===== src/rtl/flt_pkg.sv =====
package flt_pkg;
    typedef enum logic [2:0] {
        S_IDLE,
        S_DECIDE,
        S_ALLOC,
        S_SCAN,
        S_RESP
    } fsm_state_t;

    typedef enum logic {
        TGT_PRIM,
        TGT_REP
    } alloc_tgt_t;
endpackage


===== src/rtl/flt_map_table.sv =====
module flt_map_table #(
    parameter int PAGES    = 8,
    parameter int NUM_VBLK = 16,
    parameter int BLK_W    = 8,
    localparam int PG_W    = $clog2(PAGES),
    localparam int VB_W    = $clog2(NUM_VBLK),
    localparam int WP_W    = PG_W + 1
) (
    input  logic             clk,
    input  logic             rst_n,
    input  logic [VB_W-1:0]  rd_vbn,
    input  logic [PG_W-1:0]  rd_idx,
    output logic             prim_ok,
    output logic [BLK_W-1:0] prim_blk,
    output logic [PAGES-1:0] prim_used,
    output logic             rep_ok,
    output logic [BLK_W-1:0] rep_blk,
    output logic [WP_W-1:0]  rep_wp,
    output logic [PG_W-1:0]  rep_off_at,
    input  logic             set_prim,
    input  logic             set_rep,
    input  logic [BLK_W-1:0] new_blk,
    input  logic             mark_used,
    input  logic [PG_W-1:0]  use_off,
    input  logic             rep_append,
    input  logic [PG_W-1:0]  append_off
);
    logic             prim_ok_q  [NUM_VBLK];
    logic [BLK_W-1:0] prim_blk_q [NUM_VBLK];
    logic [PAGES-1:0] used_q     [NUM_VBLK];
    logic             rep_ok_q   [NUM_VBLK];
    logic [BLK_W-1:0] rep_blk_q  [NUM_VBLK];
    logic [WP_W-1:0]  wp_q       [NUM_VBLK];
    logic [PG_W-1:0]  roff_q     [NUM_VBLK][PAGES];

    assign prim_ok    = prim_ok_q[rd_vbn];
    assign prim_blk   = prim_blk_q[rd_vbn];
    assign prim_used  = used_q[rd_vbn];
    assign rep_ok     = rep_ok_q[rd_vbn];
    assign rep_blk    = rep_blk_q[rd_vbn];
    assign rep_wp     = wp_q[rd_vbn];
    assign rep_off_at = roff_q[rd_vbn][rd_idx];

    // state bits that must clear on reset
    always_ff @(posedge clk or negedge rst_n) begin
        if (!rst_n) begin
            for (int v = 0; v < NUM_VBLK; v++) begin
                prim_ok_q[v] <= 1'b0;
                used_q[v]    <= '0;
                rep_ok_q[v]  <= 1'b0;
                wp_q[v]      <= '0;
            end
        end else begin
            if (set_prim)   prim_ok_q[rd_vbn] <= 1'b1;
            if (set_rep)    rep_ok_q[rd_vbn]  <= 1'b1;
            if (mark_used)  used_q[rd_vbn][use_off] <= 1'b1;
            if (rep_append) wp_q[rd_vbn] <= wp_q[rd_vbn] + WP_W'(1);
        end
    end

    // payload storage, qualified by the bits above
    always_ff @(posedge clk) begin
        if (set_prim)   prim_blk_q[rd_vbn] <= new_blk;
        if (set_rep)    rep_blk_q[rd_vbn]  <= new_blk;
        if (rep_append) roff_q[rd_vbn][wp_q[rd_vbn][PG_W-1:0]] <= append_off;
    end

    // appending only into a block that still has a free page
    assert_seq_fill_R6: assert property (@(posedge clk) disable iff (!rst_n)
        rep_append |-> (rep_wp < WP_W'(PAGES)));
    // a primary page is never programmed twice
    assert_no_reprogram_R3: assert property (@(posedge clk) disable iff (!rst_n)
        mark_used |-> !prim_used[use_off]);
    // the fill pointer advances by one per append
    assert_wp_step_R6: assert property (@(posedge clk) disable iff (!rst_n)
        rep_append |=> (rep_wp == $past(rep_wp) + WP_W'(1)));
endmodule


===== src/rtl/flt_ctrl_fsm.sv =====
module flt_ctrl_fsm
    import flt_pkg::*;
#(
    parameter int PAGES    = 8,
    parameter int NUM_VBLK = 16,
    parameter int BLK_W    = 8,
    localparam int PG_W    = $clog2(PAGES),
    localparam int VB_W    = $clog2(NUM_VBLK),
    localparam int WP_W    = PG_W + 1
) (
    input  logic             clk,
    input  logic             rst_n,
    input  logic             req_valid,
    input  logic             req_write,
    input  logic [VB_W-1:0]  req_vbn,
    input  logic [PG_W-1:0]  req_off,
    output logic             req_ready,
    output logic [VB_W-1:0]  cur_vbn,
    output logic [PG_W-1:0]  cur_off,
    output logic [PG_W-1:0]  scan_idx,
    input  logic             prim_ok,
    input  logic [BLK_W-1:0] prim_blk,
    input  logic [PAGES-1:0] prim_used,
    input  logic             rep_ok,
    input  logic [BLK_W-1:0] rep_blk,
    input  logic [WP_W-1:0]  rep_wp,
    input  logic [PG_W-1:0]  rep_off_at,
    output logic             set_prim,
    output logic             set_rep,
    output logic             mark_used,
    output logic             rep_append,
    output logic             alloc_req,
    input  logic             alloc_gnt,
    output logic             rsp_valid,
    output logic             rsp_found,
    output logic             rsp_err,
    output logic [BLK_W-1:0] rsp_blk,
    output logic [PG_W-1:0]  rsp_page
);
    fsm_state_t state_q, state_d;
    alloc_tgt_t tgt_q, tgt_d;
    logic       tgt_load;
    logic       wr_q;
    logic [VB_W-1:0]  vbn_q;
    logic [PG_W-1:0]  off_q, idx_q, idx_d;
    logic             idx_load;
    logic             res_load, res_found, res_err;
    logic [BLK_W-1:0] res_blk, rsp_blk_q;
    logic [PG_W-1:0]  res_page, rsp_page_q;
    logic             rsp_found_q, rsp_err_q;
    logic             prim_hit;

    assign cur_vbn  = vbn_q;
    assign cur_off  = off_q;
    assign scan_idx = idx_q;
    assign prim_hit = prim_ok && prim_used[off_q];

    // state register
    always_ff @(posedge clk or negedge rst_n) begin
        if (!rst_n) state_q <= S_IDLE;
        else        state_q <= state_d;
    end

    // next state and outputs
    always_comb begin
        state_d    = state_q;
        req_ready  = 1'b0;
        alloc_req  = 1'b0;
        set_prim   = 1'b0;
        set_rep    = 1'b0;
        mark_used  = 1'b0;
        rep_append = 1'b0;
        tgt_d      = tgt_q;
        tgt_load   = 1'b0;
        idx_d      = idx_q;
        idx_load   = 1'b0;
        res_load   = 1'b0;
        res_found  = 1'b0;
        res_err    = 1'b0;
        res_blk    = '0;
        res_page   = '0;
        unique case (state_q)
            S_IDLE: begin
                req_ready = 1'b1;
                if (req_valid) state_d = S_DECIDE;
            end
            S_DECIDE: begin
                if (wr_q) begin
                    if (!prim_ok) begin
                        tgt_d = TGT_PRIM; tgt_load = 1'b1; state_d = S_ALLOC;
                    end else if (!prim_used[off_q]) begin
                        mark_used = 1'b1; res_load = 1'b1; res_found = 1'b1;
                        res_blk = prim_blk; res_page = off_q; state_d = S_RESP;
                    end else if (!rep_ok) begin
                        tgt_d = TGT_REP; tgt_load = 1'b1; state_d = S_ALLOC;
                    end else if (rep_wp == WP_W'(PAGES)) begin
                        res_load = 1'b1; res_err = 1'b1; state_d = S_RESP;
                    end else begin
                        rep_append = 1'b1; res_load = 1'b1; res_found = 1'b1;
                        res_blk = rep_blk; res_page = rep_wp[PG_W-1:0];
                        state_d = S_RESP;
                    end
                end else if (rep_ok && rep_wp != '0) begin
                    idx_d = PG_W'(rep_wp - WP_W'(1)); idx_load = 1'b1;
                    state_d = S_SCAN;
                end else begin
                    res_load = 1'b1; res_found = prim_hit;
                    res_blk = prim_hit ? prim_blk : '0;
                    res_page = prim_hit ? off_q : '0;
                    state_d = S_RESP;
                end
            end
            S_ALLOC: begin
                alloc_req = 1'b1;
                if (alloc_gnt) begin
                    set_prim = (tgt_q == TGT_PRIM);
                    set_rep  = (tgt_q == TGT_REP);
                    state_d  = S_DECIDE;
                end
            end
            S_SCAN: begin
                if (rep_off_at == off_q) begin
                    res_load = 1'b1; res_found = 1'b1;
                    res_blk = rep_blk; res_page = idx_q; state_d = S_RESP;
                end else if (idx_q == '0) begin
                    res_load = 1'b1; res_found = prim_hit;
                    res_blk = prim_hit ? prim_blk : '0;
                    res_page = prim_hit ? off_q : '0;
                    state_d = S_RESP;
                end else begin
                    idx_d = idx_q - PG_W'(1); idx_load = 1'b1;
                end
            end
            S_RESP:  state_d = S_IDLE;
            default: state_d = S_IDLE;
        endcase
    end

    // request capture, scan index and response registers
    always_ff @(posedge clk or negedge rst_n) begin
        if (!rst_n) begin
            wr_q <= 1'b0; vbn_q <= '0; off_q <= '0; idx_q <= '0;
            tgt_q <= TGT_PRIM;
            rsp_found_q <= 1'b0; rsp_err_q <= 1'b0;
            rsp_blk_q <= '0; rsp_page_q <= '0;
        end else begin
            if (state_q == S_IDLE && req_valid) begin
                wr_q <= req_write; vbn_q <= req_vbn; off_q <= req_off;
            end
            if (tgt_load) tgt_q <= tgt_d;
            if (idx_load) idx_q <= idx_d;
            if (res_load) begin
                rsp_found_q <= res_found; rsp_err_q <= res_err;
                rsp_blk_q <= res_blk; rsp_page_q <= res_page;
            end
        end
    end

    assign rsp_valid = (state_q == S_RESP);
    assign rsp_found = rsp_found_q;
    assign rsp_err   = rsp_err_q;
    assign rsp_blk   = rsp_blk_q;
    assign rsp_page  = rsp_page_q;

    assert_single_rsp_R2: assert property (@(posedge clk) disable iff (!rst_n)
        rsp_valid |=> !rsp_valid);
    assert_one_in_flight_R2: assert property (@(posedge clk) disable iff (!rst_n)
        (req_valid && req_ready) |=> !req_ready);
    assert_alloc_hold_R4: assert property (@(posedge clk) disable iff (!rst_n)
        (alloc_req && !alloc_gnt) |=> alloc_req);
    assert_err_not_found_R7: assert property (@(posedge clk) disable iff (!rst_n)
        (rsp_valid && rsp_err) |-> !rsp_found);
    assert_read_no_alloc_R10: assert property (@(posedge clk) disable iff (!rst_n)
        alloc_req |-> wr_q);
endmodule


===== src/rtl/flash_blk_xlat.sv =====
module flash_blk_xlat #(
    parameter int PAGES    = 8,
    parameter int NUM_VBLK = 16,
    parameter int BLK_W    = 8,
    localparam int PG_W    = $clog2(PAGES),
    localparam int VB_W    = $clog2(NUM_VBLK),
    localparam int LA_W    = VB_W + PG_W,
    localparam int WP_W    = PG_W + 1
) (
    input  logic             clk,
    input  logic             rst_n,
    input  logic             req_valid,
    output logic             req_ready,
    input  logic             req_write,
    input  logic [LA_W-1:0]  req_laddr,
    output logic             rsp_valid,
    output logic             rsp_found,
    output logic             rsp_err,
    output logic [BLK_W-1:0] rsp_blk,
    output logic [PG_W-1:0]  rsp_page,
    output logic             alloc_req,
    input  logic             alloc_gnt,
    input  logic [BLK_W-1:0] alloc_blk
);
    // power-of-two pages per block makes the split a bit slice
    logic [VB_W-1:0] req_vbn, cur_vbn;
    logic [PG_W-1:0] req_off, cur_off, scan_idx;
    assign req_vbn = req_laddr[LA_W-1:PG_W];
    assign req_off = req_laddr[PG_W-1:0];

    logic             prim_ok, rep_ok;
    logic [BLK_W-1:0] prim_blk, rep_blk;
    logic [PAGES-1:0] prim_used;
    logic [WP_W-1:0]  rep_wp;
    logic [PG_W-1:0]  rep_off_at;
    logic             set_prim, set_rep, mark_used, rep_append;

    flt_map_table #(.PAGES(PAGES), .NUM_VBLK(NUM_VBLK), .BLK_W(BLK_W)) i_table (
        .clk(clk), .rst_n(rst_n),
        .rd_vbn(cur_vbn), .rd_idx(scan_idx),
        .prim_ok(prim_ok), .prim_blk(prim_blk), .prim_used(prim_used),
        .rep_ok(rep_ok), .rep_blk(rep_blk), .rep_wp(rep_wp), .rep_off_at(rep_off_at),
        .set_prim(set_prim), .set_rep(set_rep), .new_blk(alloc_blk),
        .mark_used(mark_used), .use_off(cur_off),
        .rep_append(rep_append), .append_off(cur_off)
    );

    flt_ctrl_fsm #(.PAGES(PAGES), .NUM_VBLK(NUM_VBLK), .BLK_W(BLK_W)) i_fsm (
        .clk(clk), .rst_n(rst_n),
        .req_valid(req_valid), .req_write(req_write),
        .req_vbn(req_vbn), .req_off(req_off), .req_ready(req_ready),
        .cur_vbn(cur_vbn), .cur_off(cur_off), .scan_idx(scan_idx),
        .prim_ok(prim_ok), .prim_blk(prim_blk), .prim_used(prim_used),
        .rep_ok(rep_ok), .rep_blk(rep_blk), .rep_wp(rep_wp), .rep_off_at(rep_off_at),
        .set_prim(set_prim), .set_rep(set_rep), .mark_used(mark_used),
        .rep_append(rep_append),
        .alloc_req(alloc_req), .alloc_gnt(alloc_gnt),
        .rsp_valid(rsp_valid), .rsp_found(rsp_found), .rsp_err(rsp_err),
        .rsp_blk(rsp_blk), .rsp_page(rsp_page)
    );
endmodule


===== config.mk =====
export PLATFORM = sky130hd
export DESIGN_NAME = flash_blk_xlat
export DESIGN_NICKNAME = d
export VERILOG_FILES = /design/src/rtl/flt_pkg.sv /design/src/rtl/flt_map_table.sv /design/src/rtl/flt_ctrl_fsm.sv /design/src/rtl/flash_blk_xlat.sv
export SDC_FILE = /design/constraint.sdc
export NUM_CORES = 1
export LEC_CHECK = 0
export BUFFER_PORTS_ARGS = -buffer_cell sky130_fd_sc_hd__buf_2
export CAP_MARGIN = 20
export CORE_ASPECT_RATIO = 2
export CORE_MARGIN = 2
export CORE_UTILIZATION = 65
export CTS_BUF_LIST = sky130_fd_sc_hd__clkbuf_4
export DETAILED_ROUTE_END_ITERATION = 8
export PLACE_DENSITY_LB_ADDON = 0.08
export SLEW_MARGIN = 20
export SYNTH_ARGS = -nofsm -noshare
export SYNTH_HDL_FRONTEND = slang
export SYNTH_HIERARCHICAL = 1
export SYNTH_SLANG_ARGS = --single-unit

===== constraint.sdc =====
create_clock -name clk -period 6.8 [get_ports clk]
set_clock_uncertainty 0.15 [all_clocks]
set_input_delay 2.04 -clock clk [delete_from_list [all_inputs] [get_ports clk]]
set_output_delay 2.04 -clock clk [all_outputs]
set_load 0.02 [all_outputs]

After elaboration in Yosys (flattened, before gate mapping)
Memories as Yosys holds them, arrays and structs flattened.
Cells that the tools add are included.

operators by class
  add/subtract/negate cells = 3
  multiply operators = 0
  div/mod/pow operators = 0
  order comparisons = 7
  equality and inequality tests = 15
  shift operators = 0
  muxes and demuxes = 119
  bitwise logic cells = 7
  reduce and logical (&&, ||, !) cells = 13

operators with widths
  operator            count
  $or 128x128->128    1
  $mux 8              12
  $mux 3              25
  $bwmux 64           1
  $mux 1              59
  $bmux 8 s4          1
  $demux 8 s4         1
  $or 16x16->16       2
  $mux 24             1
  $bmux 4 s4          1
  $demux 4 s4         1
  $pmux 8 s2          1
  $ne 2x2->1 const B  7
  $mux 4              3
  $pmux 3 s2          2
  $pmux 3 s4          1
  $bmux 3 s3          1
  $demux 3 s3         1
  $bmux 1 s4          2
  $ge 4x4->1 const B  2
  $not 3->4           2
  $eq 3x2->1 const B  2
  $logic_and 1x1->1   6
  $logic_not 3->1     2
  24 further kinds    27

word-level totals
  flip-flop bits (word level) = 252
  bits in latches = 0
  bits in writable memories = 640
  memory bits (read-only) = 0
  bits of input ports = 20
  output and inout bits = 16
  memories = 3

memories
  name                words  bits a word  read ports  clocked after memory_dff  wr ports  RTL line             text
  i_table.roff_q      16     24           1           0                         1         flt_map_table.sv:34  logic [PG_W-1:0] roff_q [NUM_VBLK][PAGES];
  i_table.prim_blk_q  16     8            1           0                         1         flt_map_table.sv:29  logic [BLK_W-1:0] prim_blk_q [NUM_VBLK];
  i_table.rep_blk_q   16     8            1           0                         1         flt_map_table.sv:32  logic [BLK_W-1:0] rep_blk_q [NUM_VBLK];

Logic depth before layout (Yosys ltp)
Gate-level depths: netlist (run 1).

  depth after elaboration = 13
  gate-level depth with buffers = 17
  mapped depth without buffers = 10

By module
Netlist (run 1), hierarchy kept.

by module, submodules not included
  module         instances  cells each  area each (µm²)
  flt_map_table  1          1989        35313.9
  flt_ctrl_fsm   1          192         1866.8

Worst setup path after synthesis (run 1)
OpenSTA, ideal clock, no wires.

  kind = register to register
  from = reg i_fsm.off_q[0] (netlist: i_fsm/cur_off[0])
  to = mem i_table/roff_q[5][10] (netlist name), enable pin
  library setup time = 0.319 ns
  arrival time = 3.646 ns
  setup slack = 2.685 ns
  stages on the path, launching flop included = 9
  period minus slack after synthesis = 4.115 ns
  path through = dfrtp_1 > buf_6 > mux2_2 > o221ai_1 > nor3_1 > clkbuf_1 > buf_1 > nand3_1 > nor2_1

on the way
  word-level cells in the longest chain between the ends = 8

RTL lines
  element                        RTL line              text
  start, declared                flt_ctrl_fsm.sv:45    logic [PG_W-1:0] off_q, idx_q, idx_d;
  start signal, assigned         flt_ctrl_fsm.sv:148   wr_q <= req_write; vbn_q <= req_vbn; off_q <= req_off;
  $bmux 1 s3                     flt_ctrl_fsm.sv:91    end else if (!prim_used[off_q]) begin
  $mux 1 (not written as such)   flt_ctrl_fsm.sv:91
  $mux 1                         flt_ctrl_fsm.sv:91
  $mux 1                         flt_ctrl_fsm.sv:89    if (!prim_ok) begin
  $mux 1                         flt_ctrl_fsm.sv:88    if (wr_q) begin
  $mux 1                         flt_ctrl_fsm.sv:82    unique case (state_q)
  named net rep_append           flash_blk_xlat.sv:36  logic set_prim, set_rep, mark_used, rep_append;
  $mux 1                         flt_map_table.sv:65   if (rep_append) roff_q[rd_vbn][wp_q[rd_vbn][PG_W-1:0]] <= append_off;
  $mux 24 (not written as such)  flt_map_table.sv:65
  end, declared                  flt_map_table.sv:34

The timed path passes the listed nets, and every way through them passes these cells. The select of a mux whose other input is x is not followed.

Worst setup path after layout (run 1)
  from = reg i_fsm.vbn_q[0] (netlist: i_fsm/cur_vbn[0])
  to = mem i_table/roff_q[10][19] (netlist name), enable pin

on the way
  word-level cells in the longest chain between the ends = 13
  elaborated cells on any way between the ends = 30
  those cells by class = order compare (2); eq/ne (1); mux (24); bitwise (2); reduce/logical (1)

RTL lines
  element                                     RTL line              text
  start, declared                             flt_ctrl_fsm.sv:44    logic [VB_W-1:0] vbn_q;
  start signal, assigned                      flt_ctrl_fsm.sv:148
  $not 4->5 (not written as such)             flt_map_table.sv:41   assign rep_wp = wp_q[rd_vbn];
  $bmux 4 s4                                  flt_map_table.sv:41
  $mux 4 (not written as such) (2 in series)  flt_map_table.sv:41
  named net rep_wp[3]                         flash_blk_xlat.sv:34  logic [WP_W-1:0] rep_wp;
  $eq 4x4->1                                  flt_ctrl_fsm.sv:96    end else if (rep_wp == WP_W'(PAGES)) begin
  $mux 1                                      flt_ctrl_fsm.sv:96
  $mux 1                                      flt_ctrl_fsm.sv:94    end else if (!rep_ok) begin
  $mux 1                                      flt_ctrl_fsm.sv:91
  $mux 1                                      flt_ctrl_fsm.sv:89
  $mux 1                                      flt_ctrl_fsm.sv:88
  $mux 1                                      flt_ctrl_fsm.sv:82
  named net rep_append                        flash_blk_xlat.sv:36
  $mux 1                                      flt_map_table.sv:65
  $mux 24 (not written as such)               flt_map_table.sv:65

The timed path passes the listed nets, and every way through them passes these cells. The select of a mux whose other input is x is not followed.

==> qor.yml, run 1 <==
placed_design:
  portBuffers: 35
  dp_hpwl_um: 53800
  place_inst: 2876
  place_congestion: 0.857
sta:
  relSlewSlack_pct: 28.4
  finalHoldViolCount: 0
  min_period_ns: 5.32
  setup_viol: 0
  fin_crit_sh_pct: 78.2
  worst_pin_slew_ns: 1.07
  rsz0062_at_grt: "no"
  fin_setup_tns_ns: 0
  fmax_mhz: 188
  finalMaxSlewViolations: 0
clock_network:
  clock_path_buffers: 3
  clkSinkCount: 892
  post_cts_buffers: 0
  htree_num_levels: 4
  clk_pin_slew_ns: 0.08
  clkLatencyLatePin_ns: 0.94
  cts_tree: "yes"
  root_buffer: "clkbuf_4"
  cts_resized: 0
  cts_hold_buf: 0
  numCtsBuffers: 187
pwr:
  combPwrFrac_pct: 27.6
  sw_frac_of_total_pct: 32.4
  power.density_mw_per_mm2: 370
  p_int_mw: 10.1
  clkPwrFrac_pct: 26.7
  power.switching_mw: 4.84
  p_total_mw: 15.0
  p_seq_share_pct: 45.7
  ir_worst_vdd_v: 0.000548
  p_leak_nw: 14.6
global_route:
  grt_util_met2_pct: 47.5
  met1_usage_pct: 43.6
  antenna_found_initial: 2
  grtUsageTotal_pct: 30.2
  grt_pass1_wl_um: 132000
  top_usage_layer: "met2"
  gr-total-overflow: 0
  first_global_vias: 21500
  grt_use_met3_pct: 4.95
  grt_max_degree: 139
worst_setup_path:
  worstPathMaxFanout: 41
  rr_worst_depth: 9
  r2r_start: "i_fsm/cur_vbn[0]"
  setup.worst_path.class: "flop to flop"
  arrival_ns: 5.72
  crit_path_end_kind: "flop"
  r2r_end: "i_table/roff_q[10][19]"
  critPathRequiredTime_ns: 7.21
  r2r_slack_ns: 1.48
  worst_setup_path_start_kind: "flop"
detailed_routing:
  routed_wl_um: 86500
  ant_nets: 0
  drcViolationCount: 0
  dr_total_vias: 20900
  routedWlPerCell_um: 26.8
  first_pass_iters: 5
  vias_per_cell: 6.49
  drtIter0Drc: 2146
synthesis:
  synth_top_area_share_pct: 51.7
  ys_types: 81
  synthesis.area_mm2: 0.0372
  syn-num-nets: 2203
  synth-edff-count: 640
  synth_area_leader_cell: "edfxtp_1"
  synth-seq-area-share_pct: 68.6
  yosys_register_bits: 892
  yosysMostFrequentCell: "edfxtp_1"
  syn_inst: 2181
  yosysWarnings: 6
  synth_area_leaders: "edfxtp_1 (52%), dfrtp_1 (17%), mux4_2 (13%)"
  synth_ff_type: "edfxtp_1"
  synth.cells.most_frequent: "edfxtp_1 (640), dfrtp_1 (252), mux4_2 (217)"
  avgSynthCellArea_um2: 17.0
  synth_async_sr_flop_share_pct: 28.3
layout:
  fin_nets: 2331
  fill_cells: 3771
  drive_above_1_share_pct: 29.8
  fin_cells: 3224
  syn2layout_area_growth_pct: 8.75
  final_util_pct: 71.2
hold_path:
  hold_class: "flop to flop"
  min-delay-start: "i_table/rep_ok_q[2]"
  hold_depth: 1
  whs_endpoint: "i_table/rep_ok_q[2]"
floorplanning:
  io_pins: 36
  core_mm2: 0.0568
  rows: 124
  die_w_um: 173
  die-area_mm2: 0.0592
  die_h_um: 342
  initial_core_util_pct: 65.5
outcome:
  status: "completed"
flow_run:
  cap_violations: 0
==> critical path: stages, from the launching register on <==
cell	delay [ns]
dfrtp_4	0.95
buf_4	0.37
mux4_2	0.52
mux4_2	0.78
or4b_2	0.36
nand2_1	0.10
nor3_2	0.19
and2_1	0.34
nand3_1	0.65
nor2_1	0.49
==> state kept, by name, indices dropped and copies added (netlist names), 4 cells and up <==
| signal | flops |
|---|---|
| i_table/rep_ok_q | 16 |
| i_table/prim_ok_q | 16 |
| i_table/prim_blk_q | 128 |
| i_table/wp_q | 64 |
| i_fsm/rsp_blk | 8 |
| i_fsm/cur_vbn | 4 |
| i_table/used_q | 128 |
| i_table/rep_blk_q | 128 |
| i_table/roff_q | 384 |
==> placed cells by master, fill, tap and decap left out, types with 5 or more instances in the layout <==
cell type and count:
a211o_1 5, a21oi_1 7, a221oi_1 12, a22oi_1 8
a31o_2 16, a31oi_1 9, and2_0 7, and2_1 37
and3_1 9, buf_12 5, buf_2 34, buf_4 29
clkbuf_4 276, clkinv_1 52, dfrtp_1 246, dfrtp_4 6
edfxtp_1 640, inv_1 33, inv_2 7, mux2_2 43
mux2i_1 56, mux4_2 217, nand2_1 155, nand3_1 45
nand3b_1 5, nor2_1 146, nor2b_1 7, nor3_1 6
nor3b_1 5, o211ai_1 5, o211ai_2 13, o21ai_0 23
o21bai_1 129, o221ai_1 10, o221ai_2 9, o22ai_1 6
or2_0 14, or2_2 33
==> area by class of cell <==
class                   instances  area [µm²]  share of cell area [%]
clock buffers                 276        2070                    5.12
inverters                      37         139                   0.343
repair buffers                 69         503                    1.24
multi-input cells            1122       10800                    26.8
clock inverters                70         385                   0.953
well taps                     756         946                    2.34
flip-flops and latches        892       25500                    63.2
diodes                          2        5.00                  0.0124
==> per-stage QoR <==
| step | worst slack [ns] | hold WS (ns) | instance area [µm²] |
|---|---|---|---|
| floorplan | 2.68 | 0.284 | 37200 |
| global placement | 1.69 | 0.298 | 38000 |
| detailed placement | 1.56 | 0.298 | 38000 |
| CTS | 1.48 | 0.317 | 40400 |
| global route | 1.22 | 0.331 | 40400 |
| finish | 1.48 | 0.318 | 40400 |
==> power by group through the flow <==
stage               combinational (mW)  clock (mW)  sequential (mW)
floorplan                         3.06           0             6.76
detailed placement                4.12           0             6.95
global placement                  4.07           0             6.94
finish                            4.13        3.99             6.83
CTS                               4.13        4.08             6.84
global route                      4.37        4.33             6.88
==> layer usage <==
metal	vias to the layer above	share of wire, %
met4	0	3.4
met1	10800	40
met5	-	0
met2	1016	49
li1	8925	-
met3	192	7.4
==> worst max path at each step <==
stage	from	end	slack [ns]	cells past startpoint
global route	i_fsm/cur_vbn[0]	i_table/roff_q[5][20]	1.22	9
CTS	i_fsm/cur_vbn[0]	i_table/roff_q[10][19]	1.48	9
detailed placement	i_fsm/cur_vbn[0]	i_table/roff_q[10][19]	1.56	9
global placement	i_fsm/cur_vbn[0]	i_table/roff_q[9][18]	1.69	9
finish	i_fsm/cur_vbn[0]	i_table/roff_q[10][19]	1.48	9
floorplan	i_fsm/cur_off[0]	i_table/roff_q[5][10]	2.68	8
==> cells by family (layout without fill, tap and decap cells) <==
| family | after synthesis | count (layout) | share of synthesized area, % |
|---|---|---|---|
| compound gates | 292 | 292 | 6.32 |
| xor+xnor | 4 | 4 | 0.135 |
| fa+ha+maj | 2 | 2 | 0.0673 |
| buf+inv | 167 | 452 | 2.24 |
| flops | 892 | 892 | 68.6 |
| mux | 318 | 318 | 16.0 |
| other cells | 0 | 2 | 0 |
| simple gates | 506 | 506 | 6.55 |
(Power assumes the default switching activity.)
==> run 2: changes to the inputs <==
- clock period: 6.8 -> 5.5 ns (I/O delays scaled with it)
==> run 2 against run 1 <==
- utilization rose by 0.25 points
- maximum frequency rose by 8.9%
- sequential cell count did not move
- via count rose by 0.63%
- clock power rose by 25%
- cell count barely moved
- largest cell class unchanged
==> qor.yml, run 2 (same netlist as run 1, synthesis figures left out) <==
layout:
  fill_cells: 3741  # was 3771
  fin_nets: 2343  # was 2331
  syn2layout_area_growth_pct: 9.14  # was 8.75%
  multi_input_area_mm2: 0.0108  # about the same
  final_common_cell: "edfxtp_1"  # unchanged
  seqCellArea_mm2: 0.0255  # unchanged
  largest_reg_flops: 384  # unchanged
  fin_cells: 3227  # was 3224
  layout_common_cells: "edfxtp_1 (640), clkbuf_4 (277), dfrtp_1 (246), mux4_2 (217), nand2_1 (155)"  # was edfxtp_1 (640), clkbuf_4 (276), dfrtp_1 (246), mux4_2 (217), nand2_1 (155)
  drive_above_1_share_pct: 30.4  # was 29.8%
worst_setup_path:
  arrival_ns: 5.48  # was 5.72 ns
  critPathRequiredTime_ns: 6.10  # was 7.21 ns
  cp_slowest_cell: "dfrtp_4"  # unchanged
  crit_buf_inv: 2  # was 1
  cp_cell_sequence: "buf_12 -> buf_4 -> mux2_2 -> a221oi_1 -> a22oi_1 -> o2111ai_1 -> a22oi_1 -> xnor2_2 -> and3_4 -> o31ai_1 -> a21oi_2 -> o221ai_1"  # was buf_4 -> mux4_2 -> mux4_2 -> or4b_2 -> nand2_1 -> nor3_2 -> and2_1 -> nand3_1 -> nor2_1
  critPathLaunch: "i_fsm/cur_vbn[0]"  # unchanged
  worst_path_most_repeated_cell: "a22oi_1"  # was mux4_2
  r2r_slack_ns: 0.62  # was 1.48 ns
  worst_setup_path_start_kind: "flop"  # unchanged
  setup.worst_path.class: "flop to flop"  # unchanged
  crit_path_max_incr_delay_ns: 0.84  # was 0.95 ns
  crit_path_end_kind: "flop"  # unchanged
  r2r_end: "i_fsm/rsp_page[2]"  # was i_table/roff_q[10][19]
  worstPathMaxFanout: 30  # was 41
  crit_family: "compound AO/OA/AOI/OAI gates"  # was simple AND/OR/NAND/NOR gates
  r2r_start: "i_fsm/cur_vbn[0]"  # unchanged
  rr_worst_depth: 12  # was 9
placed_design:
  place_inst: 2889  # was 2876
  place_congestion: 0.870  # was 0.857
  portBuffers: 35  # unchanged
  dp_hpwl_um: 55000  # was 53800 µm
floorplanning:
  die-area_mm2: 0.0592  # unchanged
  initial_core_util_pct: 65.5  # unchanged
  core_mm2: 0.0568  # unchanged
  die_h_um: 342  # unchanged
  io_pins: 36  # unchanged
  die_w_um: 173  # unchanged
  rows: 124  # unchanged
global_route:
  first_global_vias: 21600  # was 21500
  grt_pass1_wl_um: 133000  # was 132000 µm
  antenna_found_initial: 1  # was 2
  gr-total-overflow: 0  # unchanged
  grtUsageTotal_pct: 30.3  # was 30.2%
  grt_max_degree: 115  # was 139
sta:
  fin_crit_sh_pct: 88.7  # was 78.2%
  finalMaxSlewViolations: 0  # unchanged
  fmax_mhz: 205  # was 188 MHz
  relSlewSlack_pct: 30.4  # was 28.4%
  fin_setup_tns_ns: 0  # unchanged
  finalHoldViolCount: 0  # unchanged
  rsz0062_at_grt: "no"  # unchanged
  min_period_ns: 4.88  # was 5.32 ns
  setup_viol: 0  # unchanged
  worst_pin_slew_ns: 1.04  # was 1.07 ns
hold_path:
  hold_depth: 1  # unchanged
  hold_class: "flop to flop"  # unchanged
  min-delay-start: "i_table/rep_ok_q[13]"  # was i_table/rep_ok_q[2]
  whs_endpoint: "i_table/rep_ok_q[13]"  # was i_table/rep_ok_q[2]
detailed_routing:
  routedWlPerCell_um: 26.9  # was 26.8 µm
  routed_wl_um: 86800  # was 86500 µm
  drtIter0Drc: 2325  # was 2146
  ant_nets: 0  # unchanged
  vias_per_cell: 6.52  # was 6.49
  drcViolationCount: 0  # unchanged
  first_pass_iters: 8  # was 5
  dr_total_vias: 21100  # was 20900
clock_network:
  post_cts_buffers: 0  # unchanged
  htree_num_levels: 4  # unchanged
  clkLatencyLatePin_ns: 0.95  # was 0.94 ns
  root_buffer: "clkbuf_4"  # unchanged
  numCtsBuffers: 186  # was 187
  clock_path_buffers: 3  # unchanged
  clk_pin_slew_ns: 0.07  # was 0.08 ns
  cts_resized: 0  # unchanged
  clkSinkCount: 892  # unchanged
  cts_tree: "yes"  # unchanged
  cts_hold_buf: 0  # unchanged
flow_run:
  cap_violations: 0  # unchanged
outcome:
  status: "completed"  # unchanged
pwr:
  p_leak_nw: 14.7  # was 14.6 nW
  power.density_mw_per_mm2: 460  # was 370 mW/mm²
  ir_worst_vdd_v: 0.000354  # was 0.000548 V
## run 2: cell types whose count changed in the layout (fill, tap and decap cells not counted), moves of 2 or more
cell       before  now
bufinv_16       3    5
clkinv_4        4    0
buf_12          5    9
clkinv_2        4   10
buf_4          29   37
inv_2           7    9
inv_6           3    0
clkinv_1       52   40
## run 2: worst max-delay path by stage
| stage | endpoint | slack, ns | cells after the start |
|---|---|---|---|
| final | i_fsm/rsp_page[2] | 0.62 | 12 |
| after global routing | i_fsm/rsp_page[2] | 0.31 | 12 |
| after CTS | i_fsm/rsp_page[2] | 0.64 | 12 |
| after detailed placement | i_fsm/rsp_page[2] | 0.67 | 12 |
| after global placement | i_fsm/rsp_err | 0.75 | 12 |
| after floorplan | i_table/roff_q[5][10] | 1.38 | 8 |
## run 2: final cells by class
type | instances | share of cell area (%)
sequential | 892 | 63.0
multi-input combinational | 1122 | 26.7
clock buffer | 277 | 5.12
tap | 756 | 2.33
timing repair buffer | 82 | 1.61
clock inverter | 60 | 0.910
inverter | 37 | 0.342
antenna | 1 | 0.00617
## run 2: worst register-to-register path: stages (launching register included)
cell and delay [ns]:
dfrtp_4 0.84, buf_12 0.32, buf_4 0.34, mux2_2 0.42
a221oi_1 0.49, a22oi_1 0.18, o2111ai_1 0.30, a22oi_1 0.19
xnor2_2 0.21, and3_4 0.29, o31ai_1 0.11, a21oi_2 0.68
o221ai_1 0.20
## run 2: per-stage QoR
step / instance area, µm² / util [%] / hold WS, ns / worst slack (ns) / power [mW]
global placement: 38100 / 67.1 / 0.297 / 0.747 / 13.7
global route: 40600 / 71.5 / 0.332 / 0.310 / 19.5
finish: 40600 / 71.5 / 0.315 / 0.620 / 18.6
detailed placement: 38100 / 67.1 / 0.298 / 0.674 / 13.8
CTS: 40600 / 71.4 / 0.316 / 0.638 / 18.8
floorplan: 37200 / - / 0.284 / 1.38 / 12.1
## run 2: power breakdown
part | internal [mW] | switching [mW] | total (mW)
clock | 2.54 | 2.44 | 4.99
combinational | 2.23 | 2.97 | 5.20
sequential | 7.88 | 0.585 | 8.46
total | 12.7 | 5.99 | 18.6
## run 2: metal layers
layer / GRT usage (%) / wire length [µm]
met1: 43.8 / 35200
met2: 46.7 / 41700
met3: 5.67 / 6960
met4: 12.7 / 2900
met5: 0 / 0
